`config.mk`:
```
export PLATFORM = sky130hd
export DESIGN_NAME = tts_lock_requester
export DESIGN_NICKNAME = d
export VERILOG_FILES = /design/src/rtl/lock_req_pkg.sv /design/src/rtl/tts_rst_sync.sv /design/src/rtl/tts_mem_port.sv /design/src/rtl/tts_backoff_timer.sv /design/src/rtl/tts_cmd_filter.sv /design/src/rtl/tts_lock_requester.sv
export SDC_FILE = /design/constraint.sdc
export NUM_CORES = 1
export LEC_CHECK = 0
export BUFFER_PORTS_ARGS = -buffer_cell sky130_fd_sc_hd__buf_2
export CORE_MARGIN = 1.5
export CORE_UTILIZATION = 30
export CTS_CLUSTER_SIZE = 8
export DETAILED_ROUTE_END_ITERATION = 6
export PLACE_DENSITY = 0.68
export SKIP_LAST_GASP = 1
export SYNTH_ARGS = -nofsm -noshare
export SYNTH_HDL_FRONTEND = slang
export SYNTH_SLANG_ARGS = --single-unit
```
`constraint.sdc`:
```
create_clock -name clk -period 0.9 [get_ports clk]
set_input_delay 0.045 -clock clk [delete_from_list [all_inputs] [get_ports clk]]
set_output_delay 0.045 -clock clk [all_outputs]
set_load 0.01 [all_outputs]
```
`src/rtl/lock_req_pkg.sv`:
```
package lock_req_pkg;

  typedef enum logic [1:0] {
    OP_LOAD   = 2'b00,
    OP_TAS    = 2'b01,
    OP_STORE0 = 2'b10
  } mem_op_e;

  typedef enum logic [2:0] {
    ST_IDLE,
    ST_POLL,
    ST_TRY,
    ST_BACKOFF,
    ST_HELD,
    ST_RELEASE
  } lrq_state_e;

endpackage

```
`src/rtl/tts_rst_sync.sv`:
```
module tts_rst_sync #(
  parameter int unsigned STAGES = 2
) (
  input  logic clk,
  input  logic rst_n,
  output logic rst_n_sync
);

  logic [STAGES-1:0] chain_q;

  // assert immediately, release after STAGES clean edges
  always_ff @(posedge clk or negedge rst_n) begin
    if (!rst_n) chain_q <= '0;
    else        chain_q <= {chain_q[STAGES-2:0], 1'b1};
  end

  assign rst_n_sync = chain_q[STAGES-1];

endmodule

```
`src/rtl/tts_mem_port.sv`:
```
module tts_mem_port (
  input  logic clk,
  input  logic rst_n,
  input  logic active,      // the controller wants one transaction
  input  logic req_ready,
  input  logic rsp_valid,
  output logic req_valid,
  output logic done         // response arrived for the issued request
);

  logic sent_q, sent_d, sent_en;

  assign req_valid = active && !sent_q;
  assign done      = active && sent_q && rsp_valid;

  always_comb begin
    sent_d  = sent_q;
    sent_en = 1'b0;
    if (!active || done) begin
      sent_d  = 1'b0;
      sent_en = 1'b1;
    end else if (req_valid && req_ready) begin
      sent_d  = 1'b1;
      sent_en = 1'b1;
    end
  end

  always_ff @(posedge clk or negedge rst_n) begin
    if (!rst_n)       sent_q <= 1'b0;
    else if (sent_en) sent_q <= sent_d;
  end

endmodule

```
`src/rtl/tts_backoff_timer.sv`:
```
module tts_backoff_timer #(
  parameter int unsigned BASE_DLY = 4,
  parameter int unsigned GROWTH   = 2,
  parameter int unsigned MAX_DLY  = 1024
) (
  input  logic clk,
  input  logic rst_n,
  input  logic arm,      // failed attempt: start a wait, grow the next one
  input  logic restart,  // success: next wait goes back to the base
  input  logic run,      // waiting
  output logic expired
);

  localparam int unsigned DLY_W  = $clog2(MAX_DLY + 1);
  localparam int unsigned GROW_W = $clog2(GROWTH + 1);
  localparam int unsigned PROD_W = DLY_W + GROW_W;
  localparam logic [DLY_W-1:0] CEIL_V = DLY_W'(MAX_DLY);
  localparam logic [DLY_W-1:0] BASE_V =
    (BASE_DLY > MAX_DLY) ? DLY_W'(MAX_DLY) : DLY_W'(BASE_DLY);

  logic [DLY_W-1:0]  step_q, step_d;
  logic [DLY_W-1:0]  cnt_q, cnt_d;
  logic [PROD_W-1:0] grown;
  logic              step_en, cnt_en;

  assign grown   = PROD_W'(step_q) * PROD_W'(GROWTH);
  assign expired = (cnt_q == '0);

  // length of the next wait: base, then multiplied per failure, saturating
  always_comb begin
    step_en = restart || arm;
    step_d  = step_q;
    if (restart)
      step_d = BASE_V;
    else if (arm)
      step_d = (grown > PROD_W'(CEIL_V)) ? CEIL_V : grown[DLY_W-1:0];
  end

  // the wait occupies step_q cycles: load step-1, leave when zero
  always_comb begin
    cnt_en = 1'b0;
    cnt_d  = cnt_q;
    if (arm) begin
      cnt_en = 1'b1;
      cnt_d  = step_q - DLY_W'(1);
    end else if (run && !expired) begin
      cnt_en = 1'b1;
      cnt_d  = cnt_q - DLY_W'(1);
    end
  end

  always_ff @(posedge clk or negedge rst_n) begin
    if (!rst_n)       step_q <= BASE_V;
    else if (step_en) step_q <= step_d;
  end

  always_ff @(posedge clk or negedge rst_n) begin
    if (!rst_n)      cnt_q <= '0;
    else if (cnt_en) cnt_q <= cnt_d;
  end

endmodule

```
`src/rtl/tts_cmd_filter.sv`:
```
module tts_cmd_filter (
  input  logic clk,
  input  logic rst_n,
  input  logic in_idle,
  input  logic in_held,
  input  logic acq_cmd,
  input  logic rel_cmd,
  output logic acq_go,
  output logic rel_go,
  output logic cmd_err
);

  logic err_q, err_d;

  assign acq_go = acq_cmd && in_idle;
  assign rel_go = rel_cmd && in_held;
  assign err_d  = (acq_cmd && !in_idle) || (rel_cmd && !in_held);

  always_ff @(posedge clk or negedge rst_n) begin
    if (!rst_n) err_q <= 1'b0;
    else        err_q <= err_d;
  end

  assign cmd_err = err_q;

endmodule

```
`src/rtl/tts_lock_requester.sv`:
```
module tts_lock_requester
  import lock_req_pkg::*;
#(
  parameter int unsigned       DATA_W    = 32,
  parameter int unsigned       ADDR_W    = 32,
  parameter logic [ADDR_W-1:0] LOCK_ADDR = '0,
  parameter int unsigned       BASE_DLY  = 4,
  parameter int unsigned       GROWTH    = 2,
  parameter int unsigned       MAX_DLY   = 1024
) (
  input  logic              clk,
  input  logic              rst_n,
  input  logic              acq_cmd,
  input  logic              rel_cmd,
  output logic              granted,
  output logic              cmd_err,
  output logic              mem_req_valid,
  input  logic              mem_req_ready,
  output logic [1:0]        mem_req_op,
  output logic [ADDR_W-1:0] mem_req_addr,
  input  logic              mem_rsp_valid,
  input  logic [DATA_W-1:0] mem_rsp_data
);

  logic       rst_n_i;
  lrq_state_e state_q, state_d;
  logic       acq_go, rel_go;
  logic       port_active, port_done;
  logic       bo_arm, bo_restart, bo_run, bo_expired;
  logic       rsp_free;

  tts_rst_sync #(.STAGES(2)) u_rst (
    .clk        (clk),
    .rst_n      (rst_n),
    .rst_n_sync (rst_n_i)
  );

  tts_cmd_filter u_cmd (
    .clk     (clk),
    .rst_n   (rst_n_i),
    .in_idle (state_q == ST_IDLE),
    .in_held (state_q == ST_HELD),
    .acq_cmd (acq_cmd),
    .rel_cmd (rel_cmd),
    .acq_go  (acq_go),
    .rel_go  (rel_go),
    .cmd_err (cmd_err)
  );

  assign port_active = (state_q == ST_POLL) || (state_q == ST_TRY) ||
                       (state_q == ST_RELEASE);

  tts_mem_port u_port (
    .clk       (clk),
    .rst_n     (rst_n_i),
    .active    (port_active),
    .req_ready (mem_req_ready),
    .rsp_valid (mem_rsp_valid),
    .req_valid (mem_req_valid),
    .done      (port_done)
  );

  tts_backoff_timer #(
    .BASE_DLY (BASE_DLY),
    .GROWTH   (GROWTH),
    .MAX_DLY  (MAX_DLY)
  ) u_backoff (
    .clk     (clk),
    .rst_n   (rst_n_i),
    .arm     (bo_arm),
    .restart (bo_restart),
    .run     (bo_run),
    .expired (bo_expired)
  );

  assign rsp_free   = (mem_rsp_data == '0);
  assign bo_arm     = (state_q == ST_TRY) && port_done && !rsp_free;
  assign bo_restart = (state_q == ST_TRY) && port_done && rsp_free;
  assign bo_run     = (state_q == ST_BACKOFF);

  always_comb begin
    state_d = state_q;
    unique case (state_q)
      ST_IDLE:    if (acq_go) state_d = ST_POLL;
      ST_POLL:    if (port_done && rsp_free) state_d = ST_TRY;
      ST_TRY:     if (port_done) state_d = rsp_free ? ST_HELD : ST_BACKOFF;
      ST_BACKOFF: if (bo_expired) state_d = ST_POLL;
      ST_HELD:    if (rel_go) state_d = ST_RELEASE;
      ST_RELEASE: if (port_done) state_d = ST_IDLE;
      default:    state_d = ST_IDLE;
    endcase
  end

  always_ff @(posedge clk or negedge rst_n_i) begin
    if (!rst_n_i) state_q <= ST_IDLE;
    else          state_q <= state_d;
  end

  always_comb begin
    unique case (state_q)
      ST_TRY:     mem_req_op = OP_TAS;
      ST_RELEASE: mem_req_op = OP_STORE0;
      default:    mem_req_op = OP_LOAD;
    endcase
  end

  assign mem_req_addr = LOCK_ADDR;
  assign granted      = (state_q == ST_HELD);

endmodule

```
### Yosys cells after proc, flatten, opt, wreduce, memory -nomap -nowiden

Cells that the tools add are included.

* bits in latches: 0
* bits in writable memories: 0
* memories kept: 0
* memory bits (read-only): 0
* bits of input ports: 38
* output and inout port bits: 37
* register bits: 29
* logic and storage cells: 74

* bitwise logic cells: 0
* multiplexer cells: 20
* reduce and logical (&&, ||, !) cells: 34
* multipliers: 0
* $lt $le $gt $ge: 1
* eq/ne operators: 11
* add/sub/neg operators: 2
* shift-type cells: 0
* div/mod/pow operators: 0

Operators with widths (count)
* 11-bit two-way mux: 5
* 32-bit logical NOT: 1
* 11-bit by 1-bit subtractor with 11-bit output (second input constant): 2
* 3-bit two-way mux: 7
* 3-bit case mux with 6 select lines: 1
* 1-bit logical AND: 13
* 12-bit by 11-bit > comparator with 1-bit output (second input constant): 1
* 11-bit logical NOT: 1
* 2-bit != test (second input constant): 5
* 3-bit by 2-bit equality test with 1-bit output (second input constant): 2
* 3-bit equality test (second input constant): 2
* 1-bit logical NOT: 6
* 1-bit two-way mux: 6
* 2-bit AND reduction: 3
* 6-bit AND reduction: 1
* 2-bit nonzero test: 3
* 1-bit logical OR: 5
* 2-bit case mux with 2 select lines: 1
* 3-bit by 1-bit equality test with 1-bit output (second input constant): 1
* 3-bit logical NOT: 1
* 2-bit by 1-bit != test with 1-bit output (second input constant): 1

### Longest topological paths before layout

Gate-level depths: netlist of the first run.

* word-level depth: 9
* mapped depth: 11
* gate-level depth less buffers: 10

### By module

A second synthesis of the first run with hierarchy kept.

* cells, all modules: 210
* area, all modules: 1950.6 um^2

By module, submodules not included
* tts_backoff_timer: seq. area each 501.7 um^2, cells each 117, area an instance 1173.6 um^2, times used 1
* tts_lock_requester: seq. area each 75.1 um^2, cells each 79, area an instance 611.8 um^2, times used 1
* tts_cmd_filter: seq. area each 25.0 um^2, cells each 6, area an instance 58.8 um^2, times used 1
* tts_rst_sync: seq. area each 50.0 um^2, cells each 3, area an instance 53.8 um^2, times used 1
* tts_mem_port: seq. area each 25.0 um^2, cells each 5, area an instance 52.6 um^2, times used 1

### Worst setup path after synthesis of the first run

Ideal clock, no wire load.

* path kind: reg2reg
* start: reg state_q[2]
* end: reg u_backoff.cnt_q[10]
* setup time: 0.143 ns
* required time: 0.757 ns
* path buffers: 1
* cell stages (with the launch flop): 12
* data arrival time: 2.579 ns
* period minus slack after synthesis: 2.722 ns
* path slack: -1.822 ns
* cell sequence: dfrtp_1 nand2b_1 nor2_1 nand3_1 clkbuf_1 o21ai_0 ha_1 nand2b_1 or2_2 nor4_1 xnor2_1 mux2i_1

* longest elaborated chain between the ends: 9
* elaborated cells on any way between the ends: 16
* classes of those cells: 4 x eq/ne; 3 x mux; 9 x reduce/logical

RTL lines
* from (decl): line tts_lock_requester.sv:26 `lrq_state_e state_q, state_d;`
* from (signal assigned): line tts_lock_requester.sv:96 `else state_q <= state_d;`
* 3-bit by 1-bit equality test with 1-bit output or 3-bit by 2-bit equality test with 1-bit output (tied branches): line tts_lock_requester.sv:50, tts_lock_requester.sv:77
* 1-bit logical OR (2 in a row): line tts_lock_requester.sv:50 `assign port_active = (state_q == ST_POLL) || (state_q == ST_TRY) ||`
* 1-bit logical AND (2 in a row): line tts_mem_port.sv:14 `assign done = active && sent_q && rsp_valid;`
* 1-bit logical AND (2 in a row): line tts_lock_requester.sv:77 `assign bo_arm = (state_q == ST_TRY) && port_done && !rsp_free;`
* 2-bit nonzero test (no line) or 1-bit two-way mux (tied branches)
* 2-bit AND reduction (no line)
* to (signal assigned): line tts_backoff_timer.sv:59 `else if (cnt_en) cnt_q <= cnt_d;`
* to (decl): line tts_backoff_timer.sv:22 `logic [DLY_W-1:0] cnt_q, cnt_d;`

Several ways; a longest one is shown, not always the timed one.
A chain may end at the register's enable or synchronous reset.

### Final worst setup path of the first run

* start: reg state_q[2]
* end: reg u_backoff.cnt_q[6]

The elaborated chain is that of the path after synthesis.

==> results by group, run 1 <==
Finish
  – Share of layout cells above drive strength 1: between 50% and 60%
  – Number of diodes: 0
  – Most frequent cells in the layout: buf_2, buf_4, conb_1
  – Area grow syn2layout: 54.6%
  – Final #Nets: between 300 and 400

Critical path
  – Crit path max-delay family: simple AND/OR/NAND/NOR gates
  – RR Startpoint: state_q[2]
  – CP Launch Type: flop
  – Worst path arrival time: 2310 ps
  – R2r setup slk: -1250 ps
  – Critical path type: flop to flop
  – Worst reg2reg path endpoint: u_backoff.cnt_q[6]
  – Data required time of the critical path: about 1100 ps
  – CP max-delay cell: dfrtp_1
  – CP Buf/Inv Count: 0
  – CP cell instances: nand2b_4 -> nor2_4 -> nand3_4 -> o21ai_2 -> ha_2 -> nand2b_4 -> or2_4 -> nor4_4 -> xnor2_1 -> mux2i_1
  – Critical Path End Type: flop
  – CP startpoint: state_q[2]
  – Max Fanout on Critical Path: 3
  – Reg2Reg Depth: 10
  – Max incr delay on CP: a little under 400 ps
  – Most common cell on crit path: nand2b_4

Flow run
  – Max Cap Viol: 0

Clock network
  – Worst-Skew Late Latency: between 200 and 300 ps
  – CTS tree: yes
  – Clock-pin transition on the worst setup and hold timing paths: about 90 ps
  – Cts bufs inserted: 3
  – Clock sink total: 27
  – Clock H-tree levels: 1
  – CTS root buffer: clkbuf_8
  – Clock Tree Buf Depth: 2

Route
  – DRC Markers: 0
  – DRT Pass-1 Iters: 4
  – DRT antenna net count: 0
  – Avg WL per Cell: 13.6 um
  – Via count: around 1700
  – Vias per cell: ~4.7
  – WL final: a little under 5000 um
  – DR iter-0 viols: between 50 and 60

Synth
  – #FFs+latches synth: 27
  – Synth Cell Area: roughly 1800 um2
  – YS warnings: 0
  – Post-synth EDFFs: 0
  – Sequential area share after synthesis: 37.8%
  – Synthesized area per cell: 9.59 um2
  – Ys flop type: dfrtp_1
  – Async set-reset flop share out of synthesis: 100%
  – Post-synthesis cell type count: 38
  – Cells after synthesis: roughly 190

Timing
  – Fmax: ~0.47 GHz
  – Fin crit period: roughly 2200 ps
  – Max Clock Skew: ~2.9 ps
  – Fin crit share: 239%
  – Setup violations, final: 29
  – Final Max Slew Viols: 0
  – RSZ-0062 raised after global routing: true
  – Final setup TNS: -23190 ps
  – Hold Vio Cnt, Final: 0
  – Worst Setup Slack, final: -1250 ps

Hold path
  – Hold endpoint: u_cmd.cmd_err
  – Worst hold start: rel_cmd
  – HP Class: input pin to flop
  – Hold Path Depth: 2

Placed design
  – Final GP Congestion: roughly 0.78
  – Buffers on Ports: 42
  – DPL Wire Length: around 3300 um
  – Place WS: -1140 ps

Pwr
  – Static Leak: approximately 1.2 nW
  – PwrDens: between 700 and 800 nW/um2
  – Worst vdd ir: 489 uV
  – PnR Total Power: roughly 2.2 mW

Die
  – # IOs: 75
  – Core area: approximately 5600 um2
  – Die height: approximately 80 um
  – Die ar.: roughly 6400 um2
  – Num rows: 27
  – Chip width: between 80 and 90 um
  – Starting Density: around a third

GRT
  – Gr ovfl total: 0
  – First-pass GRT wire length: about 7400 um
  – All-Layer GR Usage: between 10% and 20%
  – Vias in the first global route: 1603
  – Initial antenna violation count: 0
  – Largest net degree at the start of global routing: 26

Status
  – Failing checks: setup timing
  – Run status: finished with violations
==> synthesized netlist by cell type, types with 3 or more instances <==
master	n	area [um2]
or2_2	4	25.0
nor3_1	6	30.0
or3_1	5	31.3
dfrtp_1	26	651
o21ai_0	6	30.0
nor4_1	13	81.3
buf_4	32	240
a22o_1	7	61.3
a21oi_1	3	15.0
nand2_1	8	30.0
nand2b_1	3	18.8
xor2_1	8	70.1
inv_1	5	18.8
xnor2_1	7	61.3
mux2i_1	11	110
nor2_1	10	37.5
nand3_1	4	20.0
==> worst reg2reg max path, stage by stage, from the launching register on <==
cell	delay (ps)
dfrtp_1	390
nand2b_4	150
nor2_4	140
nand3_4	110
o21ai_2	170
ha_2	240
nand2b_4	70
or2_4	270
nor4_4	280
xnor2_1	140
mux2i_1	80
==> power breakdown <==
group          switching [mW]  internal, mW
registers             0.00891          1.22
clock network           0.385         0.311
logic                   0.165         0.114
total                   0.560          1.65
==> worst max-delay path by stage <==
stage | end | slack (ps) | cells past startpoint
6_report | u_backoff.cnt_q[6] | -1250 | 10
5_1_grt | u_backoff.cnt_q[4] | -1310 | 9
4_1_cts | u_backoff.step_q[3] | -1170 | 5
3_5_place_dp | u_backoff.cnt_q[8] | -1140 | 10
3_3_place_gp | u_backoff.cnt_q[10] | -1110 | 6
2_1_floorplan | u_backoff.cnt_q[4] | -1400 | 10
==> area by class of cell <==
| class | count | area (um2) |
|---|---|---|
| Inverter | 5 | 21.3 |
| Fill cell | 497 | 2870 |
| Sequential cell | 27 | 677 |
| Timing Repair Buffer | 96 | 687 |
| Tap cell | 72 | 90.1 |
| Multi-Input combinational cell | 151 | 1250 |
| Clock inverter | 1 | 5.00 |
| Clock buffer | 3 | 41.3 |
==> flip-flops by register name, summed over array words and instances, names as in the netlist <==
register,flops
u_port.sent_q,1
u_cmd.cmd_err,1
u_backoff.cnt_q,11
u_backoff.step_q,9
state_q,3
u_rst.chain_q,2
==> repair_timing <==
item                                    in CTS  in global routing
hold buffers                                 1                  0
endpoints found under the setup margin      29                 29
gates resized for setup                     34                 24
buffers inserted                             7                 11
pin swaps                                   18                 22
endpoints found under the hold margin        2                  0
cloned                                       0                  0
==> through the flow <==
step                area [um2]  cells  hold slack, ps  util (%)
finish                    2770    355            23.8      49.1
global route              2770    355            42.9      49.1
CTS                       2630    351            18.7      46.7
detailed placement        2410    341            -159      42.7
global placement          2410    341            -170      42.7
floorplan                 2020    218            -251         -
==> per-layer routing <==
metal / vias up / global-route usage [%] / routed length, um
met4: 0 / 6.55 / 99
li1: 796 / - / -
met2: 41 / 26.3 / 2660
met3: 8 / 1.36 / 101
met1: 814 / 18.0 / 1990
met5: - / 0 / 0
==> cell families (layout without fill, tap and decap cells) <==
| group | after synthesis | count (layout) | share of synthesized area [%] |
|---|---|---|---|
| fa+ha+maj | 1 | 1 | 0.698 |
| simple gates | 62 | 62 | 19.1 |
| buf+inv | 40 | 105 | 15.1 |
| compound gates | 27 | 27 | 12.1 |
| xor+xnor | 15 | 15 | 7.33 |
| flops | 27 | 27 | 37.8 |
| other cells | 2 | 33 | 0.419 |
| mux | 13 | 13 | 7.40 |
(Power assumes the default switching activity.)
==> run 2: changes to the inputs <==
--- a/config.mk
+++ b/config.mk
@@ -7,11 +7,10 @@
 export LEC_CHECK = 0
 export BUFFER_PORTS_ARGS = -buffer_cell sky130_fd_sc_hd__buf_2
 export CORE_MARGIN = 1.5
-export CORE_UTILIZATION = 30
+export CORE_UTILIZATION = 43
 export CTS_CLUSTER_SIZE = 8
 export DETAILED_ROUTE_END_ITERATION = 6
-export PLACE_DENSITY = 0.68
-export SKIP_LAST_GASP = 1
+export PLACE_DENSITY = 0.88
 export SYNTH_ARGS = -nofsm -noshare
 export SYNTH_HDL_FRONTEND = slang
 export SYNTH_SLANG_ARGS = --single-unit
==> results by group, run 2 (synthesis gave the netlist of run 1 again) <==
Status
  – Run status: finished with violations
  – Failing checks: setup timing

Critical path
  – Crit path max-delay family: simple AND/OR/NAND/NOR gates
  – CP cell instances: or4_4 -> or4_4 -> a2111oi_4 -> buf_4 -> a22o_1
  – Max Fanout on Critical Path: 7
  – CP Buf/Inv Count: 1
  – Worst path arrival time: ~2400 ps
  – Critical Path End Type: flop
  – Most common cell on crit path: or4_4
  – Max incr delay on CP: between 500 and 600 ps
  – CP max-delay cell: or4_4
  – CP Launch Type: flop
  – Data required time of the critical path: between 1000 and 1500 ps
  – Critical path type: flop to flop

Finish
  – # fillers: between 200 and 300
  – Number of diodes: 0
  – Biggest regs: u_backoff.cnt_q: 11 flops, u_backoff.step_q: 9 flops, state_q: 3 flops
  – Area occupied by multi-input gates: approximately 1200 um2
  – Largest register by flop count: u_backoff.cnt_q
  – Share of layout cells above drive strength 1: a little over half
  – Final #Nets: approximately 330
  – Finished Core Util: 70.9%
  – Non-Filler Instances: ~340
  – Commonest non-fill, non-tap cell in the layout: buf_4
  – Register area: roughly 680 um2
  – Area grow syn2layout: 58.2%
  – Most frequent cells in the layout: buf_4, buf_2, conb_1
  – Max FFs per register: 11

Timing
  – RSZ-0062 raised after global routing: true
  – Fmax: 0.467 GHz
  – Setup violations, final: 29
  – Final setup TNS: -24810 ps
  – Worst Setup Slack, final: -1240 ps
  – Hold Vio Cnt, Final: 0
  – Fin crit period: approximately 2100 ps
  – Fin crit share: 238%
  – Max Clock Skew: roughly 5.4 ps
  – Final Max Slew Viols: 0
  – Min Hold Slack: roughly 16 ps

Pwr
  – PwrDens: just under 800 nW/um2
  – Worst vdd ir: ~600 uV
  – Static Leak: around 1.3 nW

Route
  – WL final: 5450 um
  – DRT antenna net count: 0
  – DRT Pass-1 Iters: 4
  – Via count: ~1800
  – Vias per cell: between 5 and 6
  – Avg WL per Cell: 16.0 um
  – DRC Markers: 0
  – DR iter-0 viols: 50

Die
  – Die ar.: 4570 um2
  – Core area: about 4000 um2
  – Chip width: between 60 and 70 um
  – # IOs: 75
  – Num rows: 23
  – Die height: 67.6 um
  – Starting Density: approximately 45%

GRT
  – Initial antenna violation count: 0
  – First-pass GRT wire length: between 8000 and 9000 um
  – Vias in the first global route: ~1700
  – Largest net degree at the start of global routing: 26
  – Gr ovfl total: 0
  – All-Layer GR Usage: between 20% and 30%

Placed design
  – Place WS: -1170 ps
  – Buffers on Ports: 42
  – Placed cells: 320
  – DPL Wire Length: around 3300 um
  – Final GP Congestion: between 0.8 and 0.9

Clock network
  – Clock Tree Buf Depth: 2
  – Clock sink total: 27
  – Worst-Skew Late Latency: just under 300 ps
  – CTS tree: yes
  – Clock-pin transition on the worst setup and hold timing paths: around 100 ps
  – Cts bufs inserted: 3
  – Clock H-tree levels: 1
  – CTS root buffer: clkbuf_8

Flow run
  – Max Cap Viol: 0

Hold path
  – HP Class: input pin to flop
[run 2: cell count changes in the layout (fill, tap and decap cells not counted), sizes merged]
cell / change
clkinvlp: +1
clkinv: -1
buf: +8
[run 2: cell type report]
| cell class | instances | share of cell area (%) |
|---|---|---|
| Tap cell | 50 | 2.21 |
| Timing Repair Buffer | 104 | 27.3 |
| Clock inverter | 1 | 0.265 |
| Multi-Input combinational cell | 151 | 43.8 |
| Inverter | 5 | 1.10 |
| Clock buffer | 3 | 1.46 |
| Sequential cell | 27 | 23.9 |
[run 2: worst min-delay path: cells and delay by family]
| kind | cells | cell delay, ps |
|---|---|---|
| and+or+nand+nor | 1 | 100 |
| muxes | 1 | 50 |
| buffers and inverters | 1 | 70 |
[run 2: metrics by stage]
step           area [um2]  power (mW)
2_1_floorplan        2020        1.47
3_3_place_gp         2390        1.49
3_5_place_dp         2390        1.50
4_1_cts              2710        2.22
5_1_grt              2840        2.34
6_report             2840        2.25
[run 2: worst paths after layout]
check	slack, ps	start	end	cells past startpoint
max in group asynchronous	460	u_rst.chain_q[1]	u_backoff.step_q[2]	1
hold reg to reg	220	u_rst.chain_q[1]	u_backoff.cnt_q[7]	1
min in group asynchronous	60	rst_n	u_rst.chain_q[0]	2
setup / recovery	-1240	u_backoff.step_q[5]	u_backoff.step_q[9]	5
hold / removal	20	mem_req_ready	u_port.sent_q	3
setup reg to reg	-1240	u_backoff.step_q[5]	u_backoff.step_q[9]	5
[run 2: repair_timing]
action	4_1_cts	5_1_grt
hold buffers	1	0
buffers inserted	17	9
gates resized for setup	42	30
endpoints found under the setup margin	29	29
hold endpoints to repair	2	0
pin swaps	24	22
[run 2: report_power, final]
group | switching [mW] | internal [mW]
clock | 0.428 | 0.316
combinational | 0.157 | 0.113
sequential | 0.00949 | 1.22
[run 2: layer usage]
layer  routed length (um)  global-route usage (%)  share of wire (%)
met1                 2100                    30.3                 38
met2                 2880                    44.2                 53
met3                  268                    1.67                4.9
met4                  204                    11.7                3.7
met5                    0                       0                  0
==> run 3: changes to the inputs <==
--- a/config.mk
+++ b/config.mk
@@ -5,12 +5,12 @@
 export SDC_FILE = /design/constraint.sdc
 export NUM_CORES = 1
 export LEC_CHECK = 0
-export BUFFER_PORTS_ARGS = -buffer_cell sky130_fd_sc_hd__buf_2
 export CORE_MARGIN = 1.5
-export CORE_UTILIZATION = 43
+export CORE_UTILIZATION = 55
 export CTS_CLUSTER_SIZE = 8
 export DETAILED_ROUTE_END_ITERATION = 6
-export PLACE_DENSITY = 0.88
+export DONT_BUFFER_PORTS = 1
+export PLACE_DENSITY = 0.85
 export SYNTH_ARGS = -nofsm -noshare
 export SYNTH_HDL_FRONTEND = slang
 export SYNTH_SLANG_ARGS = --single-unit
==> results by group, run 3 (synthesis gave the netlist of run 1 again) <==
Status
  – Run status: finished with violations
  – Failing checks: hold timing, setup timing

Route
  – Vias per cell: just under 6
  – WL final: a little under 6000 um
  – Via count: between 1500 and 2000
  – DRC Markers: 0
  – DRT Pass-1 Iters: 4
  – DRT antenna net count: 0
  – Avg WL per Cell: between 15 and 20 um
  – DR iter-0 viols: 72

Critical path
  – CP cell instances: or4_4 -> or4_4 -> a2111oi_4 -> buf_4 -> a22o_1
  – Critical path type: flop to flop
  – Max incr delay on CP: approximately 560 ps
  – Max Fanout on Critical Path: 7
  – Worst reg2reg path endpoint: u_backoff.step_q[6]
  – R2r setup slk: -1290 ps
  – Most common cell on crit path: or4_4
  – Worst path arrival time: ~2500 ps
  – Crit path max-delay family: simple AND/OR/NAND/NOR gates
  – CP Buf/Inv Count: 1
  – RR Startpoint: u_backoff.step_q[5]
  – CP Launch Type: flop
  – CP max-delay cell: or4_4
  – Reg2Reg Depth: 5
  – Data required time of the critical path: 1200 ps
  – Critical Path End Type: flop

Timing
  – Fin crit period: roughly 2200 ps
  – Final Max Slew Viols: 0
  – Max Clock Skew: between 20 and 25 ps
  – Fmax: ~0.46 GHz
  – Min Hold Slack: -1.30 ps
  – Hold Vio Cnt, Final: 1
  – Fin crit share: 244%
  – Worst Setup Slack, final: -1290 ps
  – Setup violations, final: 29
  – RSZ-0062 raised after global routing: true

Placed design
  – Placed cells: around 270
  – DPL Wire Length: between 3000 and 4000 um
  – Buffers on Ports: 0
  – Place WS: -1200 ps
  – Post-placement cell area: roughly 2200 um2
  – Final GP Congestion: 0.831

Die
  – Die height: approximately 60 um
  – # IOs: 75
  – Starting Density: around three fifths
  – Die ar.: around 3600 um2
  – Core area: 3080 um2
  – Chip width: around 60 um
  – Num rows: 20

GRT
  – Initial antenna violation count: 0
  – Gr ovfl total: 0
  – All-Layer GR Usage: between 20% and 30%
  – Largest net degree at the start of global routing: 17
  – First-pass GRT wire length: 7580 um
  – Vias in the first global route: about 1600

Finish
  – # fillers: 171
  – Most frequent cells in the layout: buf_4, conb_1, dfrtp_1
  – Largest register by flop count: u_backoff.cnt_q
  – Number of diodes: 0
  – Share of layout cells above drive strength 1: 43.4%
  – Commonest non-fill, non-tap cell in the layout: buf_4
  – Biggest regs: u_backoff.cnt_q: 11 flops, u_backoff.step_q: 9 flops, state_q: 3 flops
  – Final #Nets: ~290
  – Finished Core Util: between 80% and 90%
  – Post-route cell area: between 2000 and 3000 um2
  – Max FFs per register: 11
  – Area grow syn2layout: 44.5%
  – Non-Filler Instances: approximately 300

Clock network
  – CTS tree: yes
  – Clock H-tree levels: 1
  – Cts-stage hold buffer count: 6
  – Clock-pin transition on the worst setup and hold timing paths: 180 ps
  – Clock Tree Buf Depth: 2
  – Clock sink total: 27
  – Cts bufs inserted: 3
  – Worst-Skew Late Latency: roughly 370 ps
  – CTS root buffer: clkbuf_4

Hold path
  – HP Class: input pin to flop
  – Worst hold start: rel_cmd
  – Hold endpoint: u_cmd.cmd_err
  – Hold Path Depth: 2

Pwr
  – Static Leak: ~1.1 nW
  – Worst vdd ir: around 1100 uV
  – PwrDens: between 700 and 800 nW/um2

Flow run
  – Max Cap Viol: 0
-- run 3: cell types whose count changed in the layout (fill, tap and decap cells not counted), moves of 2 or more --
cell	before	now
buf_6	16	10
mux2_4	2	0
clkbuf_8	3	0
mux2_2	0	2
buf_4	43	46
buf_2	41	0
dlygate4sd3_1	1	6
o21ai_2	5	3
clkbuf_4	0	3
-- run 3: report_power, final --
group	switching (mW)	internal, mW
Combinational	0.131	0.0587
Clock	0.436	0.169
Sequential	0.00920	1.23
Total	0.576	1.45
-- run 3: how the worst max path moves through the flow --
stage,startpoint,to,depth (start not counted)
after global routing,u_backoff.step_q[5],u_backoff.step_q[5],5
final,u_backoff.step_q[5],u_backoff.step_q[6],5
after floorplan,state_q[2],u_backoff.cnt_q[4],10
after detailed placement,state_q[2],u_backoff.cnt_q[6],10
after CTS,state_q[2],u_backoff.cnt_q[4],9
after global placement,u_backoff.step_q[5],u_backoff.step_q[7],5
-- run 3: area by class of cell --
| cell class | count | area [um2] | area share, % |
|---|---|---|---|
| multi-input combinational | 151 | 1250 | 48.3 |
| sequential | 27 | 677 | 26.1 |
| timing repair buffer | 64 | 553 | 21.4 |
| tap | 44 | 55.1 | 2.13 |
| inverter | 5 | 26.3 | 1.01 |
| clock buffer | 3 | 22.5 | 0.870 |
| clock inverter | 1 | 5.00 | 0.193 |
-- run 3: repair_timing --
action,4_1_cts,5_1_grt
endpoints found under the hold margin,6,2
gates resized for setup,38,19
pin swaps,22,16
endpoints found under the setup margin,29,29
setup buffers,9,10
-- run 3: stage by stage --
stage / power, mW / setup TNS [ps]
after floorplan: 1.47 / -21350
after global placement: 1.40 / -19850
after detailed placement: 1.40 / -21360
after CTS: 1.95 / -22830
after global routing: 2.08 / -27910
final: 2.03 / -26340
-- run 3: routing by layer --
metal	share of wire (%)	vias to the layer above	wire (um)	track usage, %
li1	-	734	-	-
met1	35	858	2030	32.0
met2	55	119	3210	54.8
met3	5.2	30	301	2.38
met4	5.2	0	303	15.2
met5	0	-	0	0
